<file path="src/rtl/rdset_pkg.sv">
// Package: shared types for the read-set abort tracker.
// Assumes: abort cause codes are visible at the top-level port as 2 bits.
package rdset_pkg;

    typedef enum logic [1:0] {
        CAUSE_NONE     = 2'b00,
        CAUSE_CONFLICT = 2'b01,
        CAUSE_OVERFLOW = 2'b10
    } abort_cause_e;

endpackage

</file>
<file path="src/rtl/rdset_cam.sv">
// Module: rdset_cam
// Small associative store holding the line addresses of the open read-set.
// Entries fill in order from index 0 and are only ever emptied all at once,
// so the fill count doubles as the next free index.
// Assumes: alloc and clear are never high together; alloc is never high when full.
module rdset_cam #(
    parameter int DEPTH  = 16,
    parameter int ADDR_W = 32
) (
    input  logic              clk,
    input  logic              rst_n,
    input  logic              alloc,
    input  logic              clear,
    input  logic [ADDR_W-1:0] rd_addr,
    input  logic [ADDR_W-1:0] inv_addr,
    input  logic [ADDR_W-1:0] ev_addr,
    output logic              rd_hit,
    output logic              inv_hit,
    output logic              ev_hit,
    output logic              full
);
    localparam int CNT_W = $clog2(DEPTH + 1);

    logic [CNT_W-1:0]  fill_cnt;
    logic [DEPTH-1:0]  ent_vld;
    logic [ADDR_W-1:0] ent_addr [DEPTH];
    logic [DEPTH-1:0]  rd_match, inv_match, ev_match;

    // Track how many entries are in use.
    always_ff @(posedge clk) begin
        if (!rst_n || clear)
            fill_cnt <= '0;
        else if (alloc)
            fill_cnt <= fill_cnt + CNT_W'(1);
    end

    generate
        for (genvar k = 0; k < DEPTH; k++) begin : g_ent
            // Capture a new line into slot k when it is the next free one.
            always_ff @(posedge clk) begin
                if (!rst_n || clear) begin
                    ent_vld[k]  <= 1'b0;
                    ent_addr[k] <= '0;
                end else if (alloc && fill_cnt == CNT_W'(k)) begin
                    ent_vld[k]  <= 1'b1;
                    ent_addr[k] <= rd_addr;
                end
            end

            // Compare slot k against the three lookup addresses.
            always_comb begin
                rd_match[k]  = ent_vld[k] && (ent_addr[k] == rd_addr);
                inv_match[k] = ent_vld[k] && (ent_addr[k] == inv_addr);
                ev_match[k]  = ent_vld[k] && (ent_addr[k] == ev_addr);
            end
        end
    endgenerate

    // Reduce the per-slot matches into hit flags.
    always_comb begin
        rd_hit  = |rd_match;
        inv_hit = |inv_match;
        ev_hit  = |ev_match;
        full    = (fill_cnt == CNT_W'(DEPTH));
    end

endmodule

</file>
<file path="src/rtl/rdset_ctrl.sv">
// Module: rdset_ctrl
// Transaction state and abort/commit decisions. Priority inside an open
// transaction: conflict (loss of a recorded line), then overflow, then commit,
// then allocation of a new line. Outputs are registered one-cycle pulses.
// Assumes: hit flags reflect the read-set as it stood before this cycle.
module rdset_ctrl
    import rdset_pkg::*;
(
    input  logic         clk,
    input  logic         rst_n,
    input  logic         tx_begin,
    input  logic         tx_commit,
    input  logic         rd_valid,
    input  logic         inv_valid,
    input  logic         ev_valid,
    input  logic         rd_hit,
    input  logic         inv_hit,
    input  logic         ev_hit,
    input  logic         full,
    output logic         active,
    output logic         alloc,
    output logic         clear,
    output logic         abort_pulse,
    output abort_cause_e abort_cause,
    output logic         commit_ok
);
    logic conflict, overflow, do_commit, new_line;

    // Classify what this cycle does to the open transaction.
    always_comb begin
        new_line  = rd_valid && !rd_hit;
        conflict  = active && ((inv_valid && inv_hit) || (ev_valid && ev_hit));
        overflow  = active && !conflict && new_line && full;
        do_commit = active && !conflict && !overflow && tx_commit;
        alloc     = active && !conflict && !tx_commit && new_line && !full;
        clear     = conflict || overflow || do_commit;
    end

    // Hold the transaction-open state.
    always_ff @(posedge clk) begin
        if (!rst_n)
            active <= 1'b0;
        else if (!active)
            active <= tx_begin;
        else if (clear)
            active <= 1'b0;
    end

    // Register the abort and commit pulses with their cause.
    always_ff @(posedge clk) begin
        if (!rst_n) begin
            abort_pulse <= 1'b0;
            abort_cause <= CAUSE_NONE;
            commit_ok   <= 1'b0;
        end else begin
            abort_pulse <= conflict || overflow;
            abort_cause <= conflict ? CAUSE_CONFLICT :
                           overflow ? CAUSE_OVERFLOW : CAUSE_NONE;
            commit_ok   <= do_commit;
        end
    end

endmodule

</file>
<file path="src/rtl/rdset_abort_tracker.sv">
// Module: rdset_abort_tracker (top)
// Tracks the read-set of one hardware transaction. Any loss of a recorded
// line aborts as a conflict regardless of its reason; a read beyond the
// store's capacity aborts as an overflow.
// Assumes: one read, one invalidation and one eviction at most per cycle.
module rdset_abort_tracker #(
    parameter int RS_DEPTH = 16,
    parameter int ADDR_W   = 32
) (
    input  logic              clk,
    input  logic              rst_n,
    input  logic              tx_begin,
    input  logic              tx_commit,
    input  logic              rd_valid,
    input  logic [ADDR_W-1:0] rd_addr,
    input  logic              inv_valid,
    input  logic [ADDR_W-1:0] inv_addr,
    input  logic              evict_valid,
    input  logic [ADDR_W-1:0] evict_addr,
    output logic              tx_active,
    output logic              abort_pulse,
    output logic [1:0]        abort_cause,
    output logic              commit_ok
);
    import rdset_pkg::*;

    logic         rs_alloc, rs_clear, rs_full;
    logic         hit_rd, hit_inv, hit_ev;
    abort_cause_e cause_q;

    rdset_cam #(.DEPTH(RS_DEPTH), .ADDR_W(ADDR_W)) u_cam (
        .clk      (clk),
        .rst_n    (rst_n),
        .alloc    (rs_alloc),
        .clear    (rs_clear),
        .rd_addr  (rd_addr),
        .inv_addr (inv_addr),
        .ev_addr  (evict_addr),
        .rd_hit   (hit_rd),
        .inv_hit  (hit_inv),
        .ev_hit   (hit_ev),
        .full     (rs_full)
    );

    rdset_ctrl u_ctrl (
        .clk         (clk),
        .rst_n       (rst_n),
        .tx_begin    (tx_begin),
        .tx_commit   (tx_commit),
        .rd_valid    (rd_valid),
        .inv_valid   (inv_valid),
        .ev_valid    (evict_valid),
        .rd_hit      (hit_rd),
        .inv_hit     (hit_inv),
        .ev_hit      (hit_ev),
        .full        (rs_full),
        .active      (tx_active),
        .alloc       (rs_alloc),
        .clear       (rs_clear),
        .abort_pulse (abort_pulse),
        .abort_cause (cause_q),
        .commit_ok   (commit_ok)
    );

    // Present the cause enum on a plain port.
    assign abort_cause = cause_q;

endmodule

</file>
<file path="config.mk">
export PLATFORM = sky130hd
export DESIGN_NAME = rdset_abort_tracker
export DESIGN_NICKNAME = d
export VERILOG_FILES = /design/src/rtl/rdset_pkg.sv /design/src/rtl/rdset_cam.sv /design/src/rtl/rdset_ctrl.sv /design/src/rtl/rdset_abort_tracker.sv
export SDC_FILE = /design/constraint.sdc
export NUM_CORES = 2
export LEC_CHECK = 0
export BUFFER_PORTS_ARGS = -buffer_cell sky130_fd_sc_hd__buf_2
export CORE_AREA = 2 2 295 297
export CTS_CLUSTER_DIAMETER = 30
export DETAILED_ROUTE_END_ITERATION = 6
export DIE_AREA = 0 0 297 299
export GPL_ROUTABILITY_DRIVEN = 0
export PLACE_DENSITY = 0.67
export RECOVER_POWER = 50
export SETUP_SLACK_MARGIN = 0.4
export SLEW_MARGIN = 0
export SYNTH_ARGS = -nofsm -noshare
export SYNTH_HDL_FRONTEND = slang
export SYNTH_HIERARCHICAL = 1
export SYNTH_SLANG_ARGS = --single-unit
</file>
<file path="constraint.sdc">
create_clock -name clk -period 7.2 [get_ports clk]
set_input_delay 1.08 -clock clk [delete_from_list [all_inputs] [get_ports clk]]
set_output_delay 1.08 -clock clk [all_outputs]
set_load 0.01 [all_outputs]
</file>
# Yosys cells after proc, flatten, opt, wreduce, memory -nomap -nowiden
# Memories as Yosys holds them, arrays and structs flattened.
# Index checks and enable logic that the tools add are counted.
[op_classes] addsub=1 n_eq_ne=64 muxes=70 bitwise_logic=17 reduce_logical=91
[ops] operator="$eq A32 B32 Y1" count=48
[ops] operator="$mux W32" count=16
[ops] operator="$logic_and A1 B1 Y1" count=76
[ops] operator="$mux W1" count=53
[ops] operator="$reduce_or A16 Y1" count=3
[ops] operator="$eq A5 B4 Y1 const B" count=8
[ops] operator="$eq A5 B3 Y1 const B" count=4
[ops] operator="$or A1 B1 Y1" count=16
[ops] operator="$eq A5 B2 Y1 const B" count=2
[ops] operator="$logic_not A1 Y1" count=6
[ops] operator="$add A5 B1 Y5 const B" count=1
[ops] operator="$eq A5 B1 Y1 const B" count=1
[ops] operator="$eq A5 B5 Y1 const B" count=1
[ops] operator="$logic_not A5 Y1" count=1
[ops] operator="$logic_or A1 B1 Y1" count=4
[ops] operator="$mux W2" count=1
[ops] operator="$reduce_or A2 Y1" count=1
[ops] operator="$not A1 Y1" count=1
[totals] reg_bits=26 ram_bits=512 in_bits=103 out_inout_bits=5 elab_cells=266 n_memories=1
[memory_table] memory="u_cam.ent_addr" depth=16 word_bits=32 read_ports=16 rd_ports_with_merged_regs=0 write_ports=16 line_no="rdset_cam.sv:26" source="logic [ADDR_W-1:0] ent_addr [DEPTH];"

# Logic depth before layout (Yosys ltp)
# An unclocked memory read counts as a cell.
[depth] depth_word=19 ltp_mapped=16

# Hierarchy
# Netlist, hierarchy kept.
[by_module_without_submodules] module="rdset_cam" n_inst=1 cells_per_inst=3568 area_each_um2=38883.5 seq_area_each_um2=15795.1
[by_module_without_submodules] module="rdset_ctrl" n_inst=1 cells_per_inst=21 area_each_um2=216.5 seq_area_each_um2=100.1

# Worst setup path after synthesis
# OpenSTA, ideal clock, no wires.
[synth_timing] kind="input port to flip-flop" start="input port inv_addr[30]" end="memory u_cam.ent_addr[7][0] (netlist: u_cam/ent_addr[0][224]), enable pin" arrival_ns=5.425 required_ns=6.734 slack_ns=1.309 cell_stages=14 cell_sequence="buf_2 > buf_6 > xor2_1 > nor4_1 > nand3_1 > nor3_1 > nor4_1 > nand4_1 > a22o_4 > nor3_1 > buf_4 > and2b_2 > nand2_1 > o21ai_0"
[synth_lines] element="from (decl)" line_no="rdset_abort_tracker.sv:17" source="input logic [ADDR_W-1:0] inv_addr,"
[synth_lines] element="to (decl)" line_no="rdset_cam.sv:26"

==> flow_metrics.tcl <==
set metrics [dict create \
    syn_area_per_cell_um2 10.9 \
    hold_path.startpoint "u_cam/fill_cnt[4]$_SDFFE_PP0P_" \
    yosysWarnings 6 \
    grt_max_degree 34 \
    dp.cells 4740 \
    final_hold_viol_count 0 \
    nets 3815 \
    irDropWorstVdd_mv 0.191 \
    synth-edff-count 512 \
    drive_gt1_share_pct 13.5 \
    fillers 7596 \
    stdcell_count 4972 \
    hold_buffers 0 \
    crit_arrival_ns 7.06 \
    cp_max_fo 32 \
    max_freq_ghz 0.148 \
    power_density_nw_per_um2 247 \
    final.min_clock_period_ns 6.76 \
    reg2regPathDepth 13 \
    die-area_um2 88800 \
    initial_core_util_pct 45.5 \
    yosysMostFrequentCell "xor2_1" \
    worstReg2RegStart "u_cam/ent_addr[0][17]$_SDFFCE_PN0P_" \
    post-dp-hpwl_um 113000 \
    netlist.area_leader.share_pct 39.3 \
    worst_pin_slew_ns 1.98 \
    route.detailed.wl_per_inst_um 34.4 \
    die_w_um 297 \
    p_sw_share_pct 29.5 \
    violations "DRC, capacitance limit, slew limit" \
    syn_inst 3589 \
    vias 31600 \
    fin_skew_ns 0.0656 \
    holdPathStages 2 \
    grt_pass1_wl_um 233000 \
    num_rows 108 \
    cts_num_sinks 538 \
    cp-end-kind "flop" \
    cts_root_buffer "clkbuf_16" \
    critPathTopFamily "buffers and inverters" \
    synth-simple-area-share_pct 17.9 \
    antenna_left 0 \
    setup_viol 0 \
    p_sw_uw 3240 \
    slowest_stage "clkbuf_1" \
    critical-path-max-stage-delay_ns 1.43 \
    combPwrFrac_pct 13.8 \
    track_usage_pct 37.4 \
    ys_async_sr_fraction_pct 0 \
    port-buffer-count 107 \
    syn_nets 3697 \
    clkPwrFrac_pct 50.8 \
    rsz0062_at_grt "false" \
    synth.mux.area_fraction_pct 0.0256 \
    maxSlewViolCount 297 \
    crit_start "inv_addr[17]" \
    yosys.area_share.adder_pct 0.160 \
    worstPathRequired_ns 7.50 \
    grt_pass1_vias 29900 \
    clkTransAtPathRegs_ns 0.05 \
    fin_total_pwr_uw 11000 \
    wl_met2_um 66800 \
    drcViolationCount 11 \
    post-synth-top-area-cell "edfxtp_1" \
    p_int_uw 7740 \
    yosysUniqueCellTypes 43 \
    ys_seq_area_share_pct 40.7 \
    h-tree-depth 3 \
    slew_headroom_pct -32.1 \
    path_cells "buf_2 > buf_4 > xor2_1 > nor4_1 > nand3_1 > nor3_1 > nor4_1 > nand4_1 > a22o_4 > nor3_1 > buf_4 > and2b_2 > nand2_2 > o21ai_2 > clkbuf_1" \
    synthTopCellsByArea "edfxtp_1 39%, xor2_1 33%, and2_1 8.2%, nor4_1 5.6%, buf_6 3.6%" \
    synthXorXnorAreaFrac_pct 34.5 \
    cts_resized 0 \
    start_kind "input pin" \
    numCtsBuffers 120 \
    clock_path_buffers 3 \
    syn_area_um2 39100 \
    insertion_delay_ns 0.73 \
    hp-class "flop to flop" \
    cp.depth 15 \
    synth_compound_area_share_pct 0.637 \
    path_buf_inv 4 \
    ys_seq_elements 538 \
    cellLeakagePower_uw 0.0186 \
    synth-main-ff-cell "edfxtp_1" \
    pin_count 108 \
    dr.pass1.iters 7 \
    drv_cap 9 \
    via_per_inst 6.35 \
    drt_iter0_drc 5799 \
    antenna_found_initial 11 \
    postCtsSetupBuffers 0 \
    fp.dieH_um 299 \
    wl_met1_um 58900 \
    cts_tree "done" \
    wl_um 171000 \
    status "complete, but fails checks" \
    finalCritPeriodShare_pct 94.0 \
    coreArea_um2 85900 \
    fin_tns_setup_ns 0 \
    synth_top_family_by_area "XOR/XNOR gates" \
    grt_overflow 0 \
    ys_top_cells_by_count "1490 x xor2_1, 512 x and2_1, 512 x edfxtp_1" \
    seq_power_share_pct 35.4 \
    areaGrowthSynthToFinish_pct 13.9 \
    wl_met3_um 28500 \
    critical_path_class "input pin to flop" \
    highest_layer "met5" \
]
-- power by group through the flow --
stage / registers, µW / logic [µW] / clock network (µW)
finish: 3890 / 1520 / 5580
global route: 3890 / 1540 / 5760
CTS: 3870 / 1430 / 5590
detailed placement: 3920 / 1420 / 0
global placement: 3920 / 1410 / 0
floorplan: 3840 / 947 / 0
-- layer usage --
metal  global-route usage, %  vias to the layer above
met5                       0                        -
met4                    28.3                        4
met3                    15.6                     1051
met2                    52.0                     3093
met1                    46.1                    15000
li1                        -                    12400
-- placed cells by master (no fill, tap or decap), drive strengths merged, types with 6 or more instances in the layout --
cell type / netlist / routed
buf: 242 / 285
edfxtp: 512 / 512
nand4: 52 / 52
nor2: 20 / 20
nor4: 348 / 348
xor2: 1490 / 1490
diode: 0 / 6
clkinvlp: 0 / 13
nand3: 97 / 97
nor3: 102 / 102
xnor2: 49 / 49
nand2: 10 / 10
bufinv: 0 / 16
and2: 512 / 512
clkinv: 0 / 57
a21o: 16 / 16
o21ai: 15 / 15
dfxtp: 26 / 26
clkbuf: 68 / 149
inv: 3 / 15
-- final timing paths --
check                                          to  slack, ns
min reg2reg        u_cam/fill_cnt[4]$_SDFFE_PP0P_       0.53
min                u_cam/fill_cnt[4]$_SDFFE_PP0P_       0.53
max reg2reg  u_cam/ent_addr[1][140]$_SDFFCE_PN0P_       1.21
max          u_cam/ent_addr[1][140]$_SDFFCE_PN0P_       0.44
-- cells by family after synthesis --
group / count (synthesis)
AO/OA/AOI/OAI: 37
flip-flops: 538
AND/OR/NAND/NOR: 1156
adder cells (fa/ha/maj): 5
multiplexers: 1
XOR/XNOR: 1539
buffers and inverters: 313
-- stage by stage --
| stage | area (µm²) | hold WS [ns] | util (%) | setup WS, ns |
|---|---|---|---|---|
| after floorplan | 39100 | 0.470 | - | 1.31 |
| after global placement | 40500 | 0.512 | 47.1 | 0.660 |
| after detailed placement | 40500 | 0.515 | 47.1 | 0.670 |
| after CTS | 44600 | 0.524 | 51.9 | 1.36 |
| after global routing | 44500 | 0.556 | 51.8 | 0.553 |
| final | 44600 | 0.528 | 51.8 | 0.435 |
-- tightest hold or removal path, stage by stage (launching register included) --
cell	delay, ns
dfxtp_1	0.32
nor2_1	0.11
a211oi_1	0.05
-- area by class of cell --
type | instances | area (µm²) | area share [%]
timing repair buffer | 306 | 2180 | 4.89
antenna | 6 | 15.0 | 0.0337
clock inverter | 98 | 1120 | 2.51
tap | 1155 | 1450 | 3.24
clock buffer | 128 | 3030 | 6.81
inverter | 3 | 11.3 | 0.0253
multi-input combinational | 2738 | 20900 | 46.8
sequential | 538 | 15900 | 35.7
-- sequential cells by signal, indices dropped and copies added, names as in the netlist --
register / flops
u_cam/fill_cnt: 5
u_ctrl/abort_pulse: 1
u_ctrl/abort_cause: 2
u_cam/ent_vld: 16
u_ctrl/active: 1
u_cam/ent_addr: 512
u_ctrl/commit_ok: 1
(Power assumes the default switching activity.)
